==> config.mk <==
export PLATFORM = sky130hd
export DESIGN_NAME = sensor_sync_gen
export DESIGN_NICKNAME = d
export VERILOG_FILES = /design/src/rtl/sync_pkg.sv /design/src/rtl/sync_counter.sv /design/src/rtl/sync_decode.sv /design/src/rtl/root_trigger.sv /design/src/rtl/sensor_sync_gen.sv
export SDC_FILE = /design/constraint.sdc
export NUM_CORES = 1
export LEC_CHECK = 0
export ABC_AREA = 1
export CAP_MARGIN = 20
export CORE_MARGIN = 1
export CORE_UTILIZATION = 45
export DETAILED_ROUTE_END_ITERATION = 16
export PLACE_DENSITY = 0.79
export SLEW_MARGIN = 30
export SYNTH_ARGS = -nofsm -noshare
export SYNTH_HDL_FRONTEND = slang
export SYNTH_SLANG_ARGS = --single-unit
==> constraint.sdc <==
create_clock -name clk -period 1.4 [get_ports clk]
set_input_delay 0.21 -clock clk [delete_from_list [all_inputs] [get_ports clk]]
set_output_delay 0.21 -clock clk [all_outputs]
set_load 0.02 [all_outputs]
==> src/rtl/sync_pkg.sv <==
package sync_pkg;
  function automatic int unsigned width_for(input int unsigned n);
    return (n <= 2) ? 1 : $clog2(n);
  endfunction
endpackage

==> src/rtl/sync_counter.sv <==
module sync_counter #(
  parameter int unsigned H_TOTAL = 800,
  parameter int unsigned V_TOTAL = 525,
  localparam int unsigned PW = sync_pkg::width_for(H_TOTAL),
  localparam int unsigned LW = sync_pkg::width_for(V_TOTAL)
) (
  input  logic          clk,
  input  logic          rst_n,
  input  logic          clear,
  output logic [PW-1:0] pix,
  output logic [LW-1:0] line,
  output logic          frame_start
);
  localparam logic [PW-1:0] PIX_LAST  = PW'(H_TOTAL - 1);
  localparam logic [LW-1:0] LINE_LAST = LW'(V_TOTAL - 1);

  logic end_of_line, end_of_frame;
  assign end_of_line  = (pix == PIX_LAST);
  assign end_of_frame = end_of_line && (line == LINE_LAST);

  always_ff @(posedge clk) begin
    if (!rst_n) begin
      pix         <= '0;
      line        <= '0;
      frame_start <= 1'b0;
    end else begin
      frame_start <= clear || end_of_frame;
      if (clear || end_of_line) pix <= '0;
      else                      pix <= pix + 1'b1;
      if (clear || end_of_frame) line <= '0;
      else if (end_of_line)      line <= line + 1'b1;
    end
  end

  // a realignment lands on the origin on the next cycle
  a_r4_clear_origin: assert property (@(posedge clk) disable iff (!rst_n)
    clear |=> (pix == '0) && (line == '0));
  // the position stays in range
  a_r1_in_range: assert property (@(posedge clk) disable iff (!rst_n)
    (pix <= PIX_LAST) && (line <= LINE_LAST));
  // the strobe only marks the origin
  a_r5_strobe_origin: assert property (@(posedge clk) disable iff (!rst_n)
    frame_start |-> (pix == '0) && (line == '0));
endmodule

==> src/rtl/sync_decode.sv <==
module sync_decode #(
  parameter int unsigned H_ACT = 640,
  parameter int unsigned H_FP  = 16,
  parameter int unsigned H_SW  = 96,
  parameter int unsigned V_ACT = 480,
  parameter int unsigned V_FP  = 10,
  parameter int unsigned V_SW  = 2,
  parameter int unsigned PW    = 10,
  parameter int unsigned LW    = 10
) (
  input  logic          rst_n,
  input  logic [PW-1:0] pix,
  input  logic [LW-1:0] line,
  output logic          hsync,
  output logic          vsync,
  output logic          active
);
  localparam logic [PW-1:0] HS_BEG = PW'(H_ACT + H_FP);
  localparam logic [PW-1:0] HS_END = PW'(H_ACT + H_FP + H_SW);
  localparam logic [LW-1:0] VS_BEG = LW'(V_ACT + V_FP);
  localparam logic [LW-1:0] VS_END = LW'(V_ACT + V_FP + V_SW);
  localparam logic [PW-1:0] H_VIS  = PW'(H_ACT);
  localparam logic [LW-1:0] V_VIS  = LW'(V_ACT);

  always_comb begin
    active = (pix < H_VIS) && (line < V_VIS);
    hsync  = rst_n && (pix >= HS_BEG) && (pix < HS_END);
    vsync  = rst_n && (line >= VS_BEG) && (line < VS_END);
  end
endmodule

==> src/rtl/root_trigger.sv <==
module root_trigger #(
  parameter int unsigned H_TOTAL = 800,
  parameter int unsigned PW      = 10,
  parameter int unsigned LW      = 10
) (
  input  logic          clk,
  input  logic          rst_n,
  input  logic          is_root,
  input  logic          start_req,
  input  logic [LW-1:0] release_line,
  input  logic [PW-1:0] pix,
  input  logic [LW-1:0] line,
  output logic          trig_out,
  output logic          start_pending
);
  logic [PW-1:0] remain;
  logic          fire;

  assign fire = start_pending && (pix == '0) && (line == release_line);

  always_ff @(posedge clk) begin
    if (!rst_n) begin
      start_pending <= 1'b0;
      trig_out      <= 1'b0;
      remain        <= '0;
    end else begin
      if (fire)                      start_pending <= 1'b0;
      else if (is_root && start_req) start_pending <= 1'b1;

      if (fire) begin
        trig_out <= 1'b1;
        remain   <= PW'(H_TOTAL - 1);
      end else if (trig_out) begin
        if (remain == '0) trig_out <= 1'b0;
        else              remain   <= remain - 1'b1;
      end
    end
  end

  // the trigger rise consumes the pending request
  a_r6_rise_clears: assert property (@(posedge clk) disable iff (!rst_n)
    $rose(trig_out) |-> !start_pending && $past(start_pending));
  // the trigger rises only one clock after the release position
  a_r7_rise_at_line: assert property (@(posedge clk) disable iff (!rst_n)
    $rose(trig_out) |-> ($past(pix) == '0) && ($past(line) == $past(release_line)));
  // a non-root node never raises pending from idle
  a_r8_nonroot_idle: assert property (@(posedge clk) disable iff (!rst_n)
    (!is_root && !start_pending) |=> !start_pending);
endmodule

==> src/rtl/sensor_sync_gen.sv <==
module sensor_sync_gen #(
  parameter int unsigned H_ACT = 640,
  parameter int unsigned H_FP  = 16,
  parameter int unsigned H_SW  = 96,
  parameter int unsigned H_BP  = 48,
  parameter int unsigned V_ACT = 480,
  parameter int unsigned V_FP  = 10,
  parameter int unsigned V_SW  = 2,
  parameter int unsigned V_BP  = 33,
  localparam int unsigned H_TOTAL = H_ACT + H_FP + H_SW + H_BP,
  localparam int unsigned V_TOTAL = V_ACT + V_FP + V_SW + V_BP,
  localparam int unsigned PW = sync_pkg::width_for(H_TOTAL),
  localparam int unsigned LW = sync_pkg::width_for(V_TOTAL)
) (
  input  logic          clk,
  input  logic          rst_n,
  input  logic          is_root,
  input  logic          resync_cmd,
  input  logic          trig_in,
  input  logic          start_req,
  input  logic [LW-1:0] release_line,
  output logic          hsync,
  output logic          vsync,
  output logic          active,
  output logic          frame_start,
  output logic          trig_out,
  output logic          start_pending
);
  logic [PW-1:0] pix;
  logic [LW-1:0] line;
  logic          realign;

  assign realign = resync_cmd || trig_in;

  sync_counter #(.H_TOTAL(H_TOTAL), .V_TOTAL(V_TOTAL)) u_cnt (
    .clk(clk), .rst_n(rst_n), .clear(realign),
    .pix(pix), .line(line), .frame_start(frame_start)
  );

  sync_decode #(
    .H_ACT(H_ACT), .H_FP(H_FP), .H_SW(H_SW),
    .V_ACT(V_ACT), .V_FP(V_FP), .V_SW(V_SW),
    .PW(PW), .LW(LW)
  ) u_dec (
    .rst_n(rst_n), .pix(pix), .line(line),
    .hsync(hsync), .vsync(vsync), .active(active)
  );

  root_trigger #(.H_TOTAL(H_TOTAL), .PW(PW), .LW(LW)) u_root (
    .clk(clk), .rst_n(rst_n), .is_root(is_root), .start_req(start_req),
    .release_line(release_line), .pix(pix), .line(line),
    .trig_out(trig_out), .start_pending(start_pending)
  );

  // the frame strobe is a single cycle unless a realignment repeats it
  a_r5_single_strobe: assert property (@(posedge clk) disable iff (!rst_n)
    (frame_start && !realign) |=> !frame_start);
  // the first pixel of a frame is visible
  a_r2_origin_visible: assert property (@(posedge clk) disable iff (!rst_n)
    frame_start |-> active && !vsync && !hsync);
  // horizontal sync never overlaps visible pixels
  a_r3_hs_blank: assert property (@(posedge clk) disable iff (!rst_n)
    hsync |-> !active);
endmodule

# After elaboration in Yosys (flattened, before gate mapping)
# Cells that the tools add are included.
# W data, S select, Z words.
[word_totals]
reg_bits = 33
in_bits = 16
word_cells = 48
[op_classes]
n_addsub = 3
n_bitwise = 2
eq_ne = 4
n_reduce_logical = 20
order_cmp = 6
n_mux = 6
[op_table]
columns = ["op", "count"]
rows = [
  ["$mux W10", 3],
  ["$add A10 B1 Y10 const B", 2],
  ["$eq A10 B10 Y1 const B", 2],
  ["$logic_not A10 Y1", 2],
  ["$lt A10 B10 Y1 const B", 2],
  ["$lt A10 B9 Y1 const B", 2],
  ["$eq A10 B10 Y1", 1],
  ["$ge A10 B10 Y1 const B", 1],
  ["$ge A10 B9 Y1 const B", 1],
  ["$sub A10 B1 Y10 const B", 1],
  ["$logic_and A1 B1 Y1", 9],
  ["$reduce_or A2 Y1", 3],
  ["$reduce_and A2 Y1", 2],
  ["$logic_or A1 B1 Y1", 3],
  ["$mux W1", 3],
  ["$ne A2 B1 Y1 const B", 1],
  ["$not A1 Y1", 2],
  ["$reduce_bool A2 Y1", 1],
]

# Depth between registers and ports, before layout
# Gate-level depths: netlist of run 1.
[logic_depth]
word_depth = 5
ltp_mapped = 11

# Hierarchy
# A second synthesis of run 1 with hierarchy kept.
[hier_totals]
cells_unflattened = 351
area_unflattened_um2 = 2159.6
[by_module_without_submodules]
columns = ["module", "seq_area_each_um2", "n_inst", "area_per_inst_um2", "cells_each"]
rows = [
  ["sync_counter", 420.4, 1, 1123.6, 165],
  ["root_trigger", 240.2, 1, 924.6, 160],
  ["sync_decode", 0.0, 1, 100.1, 23],
  ["sensor_sync_gen", 0.0, 1, 11.3, 3],
]

# Worst setup path after synthesis of run 1
# Ideal clock, no wire load.
[synth_path]
kind = "register to output"
from = "register u_cnt.line[5]"
to = "output vsync"
t_required_ps = 1190
path_buffers = 0
stages_incl_launch_ff = 5
setup_slack_ps = -203
t_arrival_ps = 1393
cell_sequence = "dfxtp_1 -> inv_2 -> nor3_2 -> nand2_1 -> nor4_1"
[synth_between]
elab_chain_len = 3
word_cells_on_any_way = 4
classes_between = "order compare (2); reduce/logical (2)"
[synth_lines]
columns = ["item", "line_no", "source"]
rows = [
  ["from (decl)", "sync_counter.sv:11", "output logic [LW-1:0] line,"],
  ["from (signal assigned)", "sync_counter.sv:31", "else if (end_of_line) line <= line + 1'b1;"],
  ["$ge A10 B9 Y1", "sync_decode.sv:28", "vsync = rst_n && (line >= VS_BEG) && (line < VS_END);"],
  ["$logic_and A1 B1 Y1", "sync_decode.sv:28", ""],
  ["$logic_and A1 B1 Y1 (*)", "sync_decode.sv:28", ""],
  ["to (decl)", "sensor_sync_gen.sv:23", "output logic vsync,"],
]
# Mark *: on every way between the ends. The rest lies on a longest branch, timed or not.

# Worst setup path in the final report of run 1
# Ends and elaborated chain as after synthesis.

==> impl_metrics.csv, run 1 <==
group,metric,value,unit
run_status,status,"finished, violations left",
run_status,violations,"setup timing",
grt,grt_pass1_vias,2199,
power,p_per_area,630.6,nW/um^2
sta,min_period_over_period,119.9,%
clock_tree,clk_latency,0.29,ns
routing,viasPerCell,5.410,
die,die_w,69.24,um
routing,vias,2364,
worst_setup_path,path_class,"flip-flop to primary output",
cells_and_area,finalNetCount,406,
sta,setup_ws,-0.2791,ns
sta,hold_viol,0,
grt,grt_usage,25.41,%
grt,grt-ovfl-total,0,
die,die_area,4794,um^2
cells_and_area,multiInputGateArea,1569,um^2
routing,wl,7031,um
synth,synth-seq-area-share,32.47,%
cells_and_area,fillerInstances,280,
worst_setup_path,worstPathArrival,1.47,ns
die,core,4354,um^2
routing,ant_nets,0,
power,power_leakage,1.393,nW
worst_setup_path,startpoint_type,"flip-flop",
synth,postSynthCellCount,305,
synth,yosysTopAreaCellShare,32.47,%
synth,avgSynthCellArea,6.670,um^2
clock_tree,htreeDepth,2,
worst_hold_path,hold_class,"flip-flop to flip-flop",
sta,clock.fmax,595.5,MHz
cells_and_area,area_growth,59.41,%
synth,syn-num-nets,327,
sta,fin_tns_setup,-2.261,ns
cells_and_area,antennaDiodeCount,0,
worst_setup_path,end_kind,"primary output",
synth,synth_top_cell_by_area,"dfxtp_1",
worst_setup_path,cp_max_fo,2,
sta,maxSlewViolCount,0,
run,max_cap_viol_count,0,
die,start_util,46.72,%
cells_and_area,regArea,690.7,um^2
routing,avgRoutedWirePerCell,16.09,um
cells_and_area,final_common_cell,"nand2_1",
die,num_rows,24,
synth,ys_seq_elements,33,
routing,drt_iter0_markers,188,
sta,slew_headroom,77.70,%
clock_tree,clk_pin_slew,0.08,ns
synth,yosysWarnings,0,
clock_tree,numCtsBuffers,5,
worst_setup_path,reg2reg_depth,8,
place,port_buffers,21,
routing,drc,0,
sta,min_period,1.679,ns
grt,grt_max_degree,13,
clock_tree,root_buffer,"clkbuf_8",
sta,finalSetupViolCount,25,
worst_setup_path,worst_ep_required_time,1.19,ns
clock_tree,cts.sinks,33,
sta,finClkSkew,0.01174,ns
routing,dr.pass1.iters,6,
grt,grt_pass1_wl,9680,um
cells_and_area,drive_gt1_share,46.23,%
place,dp.final_hpwl,3770,um
place,dp_cells,417,
cells_and_area,final_cell_mix,"nand2_1 (70), buf_4 (45), inv_1 (33)",
grt,antenna_found_initial,0,
cells_and_area,final_cell_count_no_fill,437,
synth,syn-cell-area,2034,um^2
sta,worst_pin_slew,0.3333,ns
worst_hold_path,min_path_cells,2,
synth,synth_area_leaders,"dfxtp_1 (32%), nand2_1 (15%), inv_1 (7.6%)",
clock_tree,tritoncts,"done",
clock_tree,cts.path.max_buffers,2,
synth,netlist-cell-type-count,33,
place,place.gp.congestion,0.9372,
power,ir_drop,0.6073,mV
die,fp.dieH,69.24,um
die,pin_count,22,
sta,rsz0062_at_grt,"yes",
## what timing repair did
item / in CTS / in global routing
hold buffers: 0 / 0
cloned: 2 / 0
pin swaps: 15 / 28
buffers inserted: 6 / 7
endpoints found under the setup margin: 28 / 35
gates resized for setup: 65 / 85
## stage by stage
step	hold WS, ns	power, mW	instance area [um^2]	setup slack (ns)	util (%)
after global routing	0.5097	2.099	3243	-0.2562	74.48
after floorplan	0.3659	1.020	2052	-0.01390	-
after CTS	0.4676	2.014	2925	-0.1709	67.18
after global placement	0.4442	1.096	2625	-0.6044	60.29
final	0.4805	2.045	3243	-0.2791	74.48
after detailed placement	0.4513	1.099	2625	-0.6247	60.29
## final timing paths
path                    startpoint                to  slack (ns)
setup / recovery     u_cnt.line[5]             vsync       -0.28
setup reg to reg      u_cnt.pix[0]     u_cnt.line[0]       -0.17
hold reg to reg   u_root.remain[6]  u_root.remain[6]        0.48
hold / removal    u_root.remain[6]  u_root.remain[6]        0.48
## synthesized netlist by cell type
cell,count
nand2_1,83
inv_1,41
nor2_1,37
dfxtp_1,33
a21oi_1,18
nand3_1,17
nand4_1,7
xnor2_1,7
ha_1,6
inv_2,6
o21ai_0,5
xor2_1,5
nand2_2,4
nor2_2,4
nor2_4,4
nor3b_1,4
a211oi_1,3
nor3_1,3
a31oi_1,2
nor4_1,2
or2_2,2
a21oi_2,1
buf_2,1
buf_4,1
clkbuf_2,1
nand2_4,1
nand3_2,1
nand4_2,1
nand4_4,1
nor3_2,1
nor3_4,1
o211ai_1,1
o21a_1,1
## report_power, final
| group | switching, mW | total, mW | leakage (nW) | internal [mW] |
|---|---|---|---|---|
| Sequential | 0.00480 | 0.943 | 0.277 | 0.938 |
| Clock | 0.404 | 0.937 | 0.0543 | 0.533 |
| Combinational | 0.0815 | 0.166 | 1.06 | 0.0841 |
| Total | 0.490 | 2.05 | 1.39 | 1.55 |
## logic make-up (layout without fill, tap and decap cells)
| kind of cell | count (synthesis) | count (layout) | share of synthesized area (%) |
|---|---|---|---|
| buf+inv | 50 | 128 | 9.532 |
| flops | 33 | 33 | 32.47 |
| compound gates | 31 | 31 | 8.549 |
| fa+ha+maj | 6 | 6 | 3.690 |
| simple gates | 173 | 175 | 40.59 |
| xor+xnor | 12 | 12 | 5.166 |
## cell type report
cell class / instances / area share, %
clock inverter: 3 / 1.427
inverter: 47 / 5.671
timing repair buffer: 73 / 19.10
sequential: 33 / 21.30
multi-input combinational: 224 / 48.38
clock buffer: 5 / 2.122
tap: 52 / 2.006
## critical path, stage by stage (launching register included)
cell	delay [ns]
dfxtp_2	0.34
inv_2	0.05
nor3_4	0.23
nand2_1	0.12
nor4_2	0.21
buf_2	0.22
## sequential cells by signal, summed over array words and instances, names as in the netlist
register              cells
u_root.start_pending      1
u_root.remain            10
u_cnt.pix                10
u_cnt.line               10
u_root.trig_out           1
u_cnt.frame_start         1
## metal layers
| metal | track usage, % | wire length (um) |
|---|---|---|
| met4 | 13.38 | 315 |
| met2 | 44.98 | 3668 |
| met1 | 28.18 | 2614 |
| met5 | 0 | 0 |
| met3 | 5.669 | 433 |
No activity file was read; power rests on OpenSTA's default activity.
==> run 2, diff against run 1 <==
- SETUP_SLACK_MARGIN: not set -> 0.02
- SYNTH_HIERARCHICAL: not set -> 1
==> run 2 against run 1 <==
Compared with the run above:
- the flow finishes with violations (DRC)
- global-route usage decreased by 3.3 points
- clock power decreased by 26%
- register-to-register slack improved by 0.17 ns
- non-clock buffer count decreased by 19
- critical path depth increased by 5
==> impl_metrics.csv, run 2 <==
group,metric,value,unit
run_status,status,"finished, violations left",
run_status,violations,"DRC",
routing,drc,1,
worst_setup_path,path_buf_inv,3,
worst_hold_path,hold_class,"flip-flop to flip-flop",
die,start_util,48.27,%
worst_setup_path,reg2reg_slack,0.002,ns
synth,synth_edf_count,0,
grt,grt_pass1_wl,8901,um
die,num_rows,24,
worst_setup_path,critical_path.cell_chain,"buf_6 > inv_1 > nand2_1 > nand2_1 > nand3b_1 > nor2_4 > nand2_4 > nand3_1 > nand2_1 > inv_1",
worst_setup_path,reg2reg_depth,10,
worst_setup_path,r2r-end,"u_root/remain[2]",
routing,wl,5436,um
cells_and_area,stdcell_area,2964,um^2
worst_setup_path,worstPathArrival,1.63,ns
place,dp_cells,453,
worst_setup_path,startpoint,"u_cnt/line[6]",
synth,synth_top_cell_by_area,"dfxtp_1",
worst_setup_path,slowest_stage,"dfxtp_2",
sta,clock.fmax,715.2,MHz
clock_tree,root_buffer,"clkbuf_8",
sta,worst_hold_slack,0.4545,ns
grt,met1_usage,26.76,%
worst_hold_path,min-delay-start,"u_cnt/pix[0]",
die,die_area,5080,um^2
worst_setup_path,cp_max_fo,8,
sta,hold_viol,0,
routing,dr.pass1.iters,10,
synth,syn-cell-area,2160,um^2
cells_and_area,drive_gt1_share,28.67,%
worst_setup_path,critPathTopFamily,"simple AND/OR/NAND/NOR gates",
synth,synth_area_leaders,"dfxtp_1 (31%), nand2_1 (17%), inv_1 (10%)",
synth,syn-num-nets,372,
synth,postSynthCellCount,351,
synth,yosysWarnings,6,
die,pin_count,22,
worst_setup_path,end_kind,"flip-flop",
synth,synthTopCellsByCount,"nand2_1 (100), inv_1 (60), nor2_1 (54)",
cells_and_area,final_common_cell,"nand2_1",
synth,yosysTopAreaCellShare,30.59,%
sta,setup_ws,0.001814,ns
worst_setup_path,critPathMostFrequentCell,"nand2_1",
worst_setup_path,r2r-start,"u_cnt/line[6]",
cells_and_area,antennaDiodeCount,0,
sta,min_period_over_period,99.87,%
cells_and_area,reg_top3,"u_cnt/line x10, u_cnt/pix x10, u_root/remain x10",
grt,grt_usage,22.12,%
grt,grt_busiest_layer,"met2",
cells_and_area,final_cell_count_no_fill,467,
place,place.gp.congestion,0.8593,
sta,finClkSkew,0.006763,ns
synth,netlist-cell-type-count,27,
routing,drt_iter0_markers,92,
run,max_cap_viol_count,0,
worst_hold_path,min_path_cells,1,
cells_and_area,area_growth,37.25,%
worst_setup_path,path_class,"flip-flop to flip-flop",
synth,synthFlopType,"dfxtp_1",
clock_tree,cts.path.max_buffers,2,
place,placed_area,2650,um^2
clock_tree,holdBufCountCts,0,
clock_tree,clk_latency,0.29,ns
die,fp.dieH,71.28,um
power,ir_drop,0.7084,mV
clock_tree,numCtsBuffers,5,
sta,rsz0062_at_grt,"yes",
clock_tree,tritoncts,"done",
die,die_w,71.28,um
place,dp.final_hpwl,3777,um
grt,grt-ovfl-total,0,
die,core,4474,um^2
cells_and_area,finalNetCount,435,
synth,synth_most_common_cell,"nand2_1",
routing,viasPerCell,4.893,
grt,antenna_found_initial,0,
grt,met3_usage,5.204,%
worst_setup_path,startpoint_type,"flip-flop",
sta,worst_pin_slew,0.2544,ns
synth,synth-seq-area-share,30.59,%
sta,maxSlewViolCount,0,
power,totalPowerFinal,1.775,mW
routing,ant_nets,0,
place,port_buffers,21,
clock_tree,clk_pin_slew,0.07,ns
clock_tree,htreeDepth,2,
sta,slew_headroom,82.98,%
grt,use_met2,38.73,%
power,power_leakage,1.367,nW
power,p_per_area,599.0,nW/um^2
synth,async_reset_ff_share,0,%
routing,avgRoutedWirePerCell,11.64,um
synth,ys_seq_elements,33,
worst_setup_path,worst_ep_required_time,1.63,ns
worst_setup_path,cpPeakStageDelay,0.35,ns
synth,avgSynthCellArea,6.153,um^2
clock_tree,cts.sinks,33,
grt,grt_pass1_vias,2146,
routing,vias,2285,
cells_and_area,final_cell_mix,"nand2_1 (93), inv_1 (58), nor2_1 (41)",
place,pre_cts_ws,-0.4942,ns
sta,min_period,1.398,ns
sta,finalSetupViolCount,0,
grt,grt_max_degree,11,
worst_hold_path,hold-path-endpoint,"u_cnt/pix[0]",
run 2: cells by family (layout without fill, tap and decap cells):
logic type	Yosys count	after routing	share of synthesized area, %
adders and majority gates	5	5	2.897
xor gates and xnor gates	7	7	2.839
AOI/OAI and AO/OA	23	23	6.431
DFF	33	33	30.59
buffers and inverters	65	126	11.65
and+or+nand+nor	218	221	45.60
run 2: how the worst max path moves through the flow:
stage          slack, ns  depth (start not counted)               end
2_1_floorplan       0.03                          9     u_cnt/line[6]
5_1_grt            -0.08                         10  u_root/remain[2]
6_report           0.002                         10  u_root/remain[2]
4_1_cts             0.01                         10     u_cnt/line[6]
3_5_place_dp       -0.49                          6             vsync
3_3_place_gp       -0.49                          6             vsync
run 2: layout make-up:
cell class	instances	area (um^2)
inverter	64	240.2
multi-input combinational	256	1438
timing repair buffer	54	462.9
tap	52	65.06
clock inverter	2	10.01
sequential	33	675.6
fill	383	1510
clock buffer	6	72.57
run 2: report_power, final:
group	leakage, nW	switching (mW)	internal [mW]	total [mW]
registers	0.271	0.00451	0.941	0.946
logic	1.05	0.0652	0.0709	0.136
clock network	0.0450	0.350	0.344	0.694
run 2: through the flow:
step | TNS, ns | utilization [%]
floorplan | 0 | -
global placement | -3.186 | 59.23
detailed placement | -3.831 | 59.23
CTS | 0 | 61.88
global route | -0.7132 | 66.25
finish | 0 | 66.25
run 2: routing by layer:
| metal | wire, um | part of all wire [%] |
|---|---|---|
| met2 | 2780 | 51 |
| met4 | 96 | 1.8 |
| met1 | 2381 | 44 |
| met5 | 0 | 0 |
| met3 | 178 | 3.3 |
run 2: repair_timing:
item / CTS / global route
resized for setup: 28 / 54
pin swaps: 4 / 19
endpoints found under the setup margin: 17 / 28
buffers inserted: 1 / 2
gates cloned: 3 / 0
run 2: worst register-to-register path, cell delays in order (launching register included):
cell and delay [ns]:
dfxtp_2 0.35, buf_6 0.13, inv_1 0.04, nand2_1 0.05
nand2_1 0.04, nand3b_1 0.23, nor2_4 0.19, nand2_4 0.10
nand3_1 0.11, nand2_1 0.06, inv_1 0.05
==> run 3, diff against run 2 <==
- SETUP_SLACK_MARGIN: 0.02 -> not set
==> run 3 against run 2 <==
Compared with the run above:
- the flow still finishes with violations (DRC)
- hold slack better by 0.0013 ns
- via count up 0.66%
- non-clock buffer count stayed put
- register-to-register slack about the same
- worst setup slack improved by 0.0070 ns
- final cell count unchanged
- wire length decreased by 0.29%
- sequential share of layout area rose by 0.34 points
- clock skew fell by 0.0010 ns
- sequential cell count unchanged
- global-route usage down 0.62 points
- sequential power is essentially flat
- critical path type unchanged
- critical endpoint unchanged
==> impl_metrics.csv, run 3 (synthesis results as in run 2) <==
group,metric,value,unit
worst_hold_path,min_path_cells,1,
power,p_comb_share,7.7,%
power,internal-power,1.356,mW
die,fp.dieH,71.28,um
cells_and_area,fillerInstances,387,
sta,min_period_over_period,99.37,%
clock_tree,root_buffer,"clkbuf_8",
sta,clock.fmax,718.8,MHz
cells_and_area,final_cell_count_no_fill,467,
cells_and_area,drive_gt1_share,27.95,%
cells_and_area,area_growth,35.46,%
worst_setup_path,startpoint_type,"flip-flop",
die,die_w,71.28,um
worst_setup_path,slowest_stage,"dfxtp_4",
run,max_cap_viol_count,0,
sta,worst_hold_slack,0.4558,ns
cells_and_area,final_cell_mix,"nand2_1 (94), inv_1 (59), nor2_1 (42)",
power,ir_drop,0.7138,mV
worst_setup_path,critical_path.cell_chain,"buf_6 > nor2_2 > and2_1 > nand3b_1 > nor2_4 > nand2_4 > nand3_1 > nand2_1 > inv_1",
power,power_leakage,1.345,nW
cells_and_area,final_core_util,65.38,%
worst_hold_path,hold_class,"flip-flop to flip-flop",
worst_hold_path,min-delay-start,"u_cnt/pix[0]",
clock_tree,htreeDepth,2,
worst_setup_path,worst_ep_required_time,1.63,ns
power,switching_share,23.60,%
power,switchingPower,418.9,uW
power,totalPowerFinal,1.775,mW
clock_tree,holdBufCountCts,0,
die,start_util,48.27,%
place,port_buffers,21,
worst_setup_path,path_depth,9,
grt,grt_pass1_wl,8680,um
clock_tree,clk_latency,0.29,ns
worst_setup_path,r2r-end,"u_root/remain[2]",
routing,drt_iter0_markers,124,
routing,wl,5420,um
place,place.gp.congestion,0.8593,
grt,grt-ovfl-total,0,
power,power.share.clock,39.0,%
worst_setup_path,reg2reg_depth,9,
sta,min_period,1.391,ns
place,dp.final_hpwl,3777,um
routing,drc,1,
clock_tree,cts.sinks,33,
grt,grt_usage,21.50,%
cells_and_area,reg_top3,"u_cnt/line x10, u_cnt/pix x10, u_root/remain x10",
run_status,status,"finished, violations left",
sta,maxSlewViolCount,0,
cells_and_area,stdcell_area,2925,um^2
power,seq_power_share,53.3,%
worst_setup_path,cp_max_fo,5,
die,core,4474,um^2
cells_and_area,finalNetCount,435,
power,p_per_area,606.7,nW/um^2
worst_setup_path,critPathTopFamily,"simple AND/OR/NAND/NOR gates",
grt,antenna_found_initial,0,
clock_tree,tritoncts,"done",
clock_tree,clk_pin_slew,0.07,ns
cells_and_area,antennaDiodeCount,0,
worst_hold_path,hold-path-endpoint,"u_cnt/pix[0]",
worst_setup_path,r2r-start,"u_cnt/pix[0]",
grt,grt_max_degree,11,
sta,slew_headroom,83.25,%
die,num_rows,24,
place,placed_area,2650,um^2
clock_tree,numCtsBuffers,5,
worst_setup_path,path_class,"flip-flop to flip-flop",
worst_setup_path,path_buf_inv,2,
clock_tree,cts.path.max_buffers,2,
sta,finalSetupViolCount,0,
worst_setup_path,end_kind,"flip-flop",
routing,vias,2300,
grt,grt_pass1_vias,2116,
routing,avgRoutedWirePerCell,11.61,um
die,pin_count,22,
die,die_area,5080,um^2
cells_and_area,final_common_cell,"nand2_1",
sta,hold_viol,0,
worst_setup_path,worstPathArrival,1.62,ns
run_status,violations,"DRC",
place,dp_cells,453,
routing,dr.pass1.iters,10,
routing,ant_nets,0,
routing,viasPerCell,4.925,
worst_setup_path,cpPeakStageDelay,0.36,ns
sta,finClkSkew,0.005759,ns
worst_setup_path,reg2reg_slack,0.009,ns
sta,rsz0062_at_grt,"yes",
sta,worst_pin_slew,0.2504,ns
## run 3: cell counts in the layout (fill, tap and decap cells not counted)
No cell type changed its count.
## run 3: worst max-delay path by stage
stage,from,endpoint
final,u_cnt/pix[0],u_root/remain[2]
after CTS,u_cnt/pix[9],hsync
after floorplan,u_cnt/pix[0],u_cnt/line[6]
after global placement,rst_n,vsync
after global routing,u_root/remain[1],u_root/remain[4]
after detailed placement,rst_n,vsync
## run 3: what timing repair did
action | 4_1_cts | 5_1_grt
cloned | 2 | 1
buffers inserted | 1 | 2
resized for setup | 17 | 57
setup endpoints to repair | 11 | 28
pin swaps | 2 | 17
## run 3: final cells by class
class / count / area [um^2] / area share (%)
clock buffer: 6 / 72.57 / 2.481
clock inverter: 2 / 10.01 / 0.3422
inverter: 64 / 240.2 / 8.212
multi-input combinational: 256 / 1398 / 47.78
sequential: 33 / 676.9 / 23.14
tap: 52 / 65.06 / 2.224
timing repair buffer: 54 / 462.9 / 15.83
## run 3: metrics by stage
stage               setup TNS, ns  setup slack [ns]
floorplan                       0           0.03137
global placement           -3.186           -0.4892
detailed placement         -3.831           -0.4942
CTS                             0        0.00007239
global route              -0.8451          -0.09727
finish                          0          0.008768
## run 3: worst register-to-register path, cell delays in order, from the launching register on
cell      delay (ns)
dfxtp_4         0.36
buf_6           0.11
nor2_2          0.08
and2_1          0.12
nand3b_1        0.16
nor2_4          0.19
nand2_4         0.10
nand3_1         0.11
nand2_1         0.06
inv_1           0.05
## run 3: metal layers
| metal | track usage [%] | wire, um | up-vias |
|---|---|---|---|
| met5 | 0 | 0 | - |
| met4 | 6.889 | 69 | 0 |
| met3 | 5.204 | 246 | 9 |
| met2 | 37.67 | 2733 | 53 |
| met1 | 25.90 | 2370 | 1030 |
| li1 | - | - | 1208 |
## run 3: power groups by stage
stage,clock [mW],sequential (mW),combinational (mW)
finish,0.693,0.946,0.137
global route,0.750,0.946,0.150
CTS,0.718,0.948,0.123
detailed placement,0,0.969,0.125
global placement,0,0.969,0.122
floorplan,0,0.974,0.0434
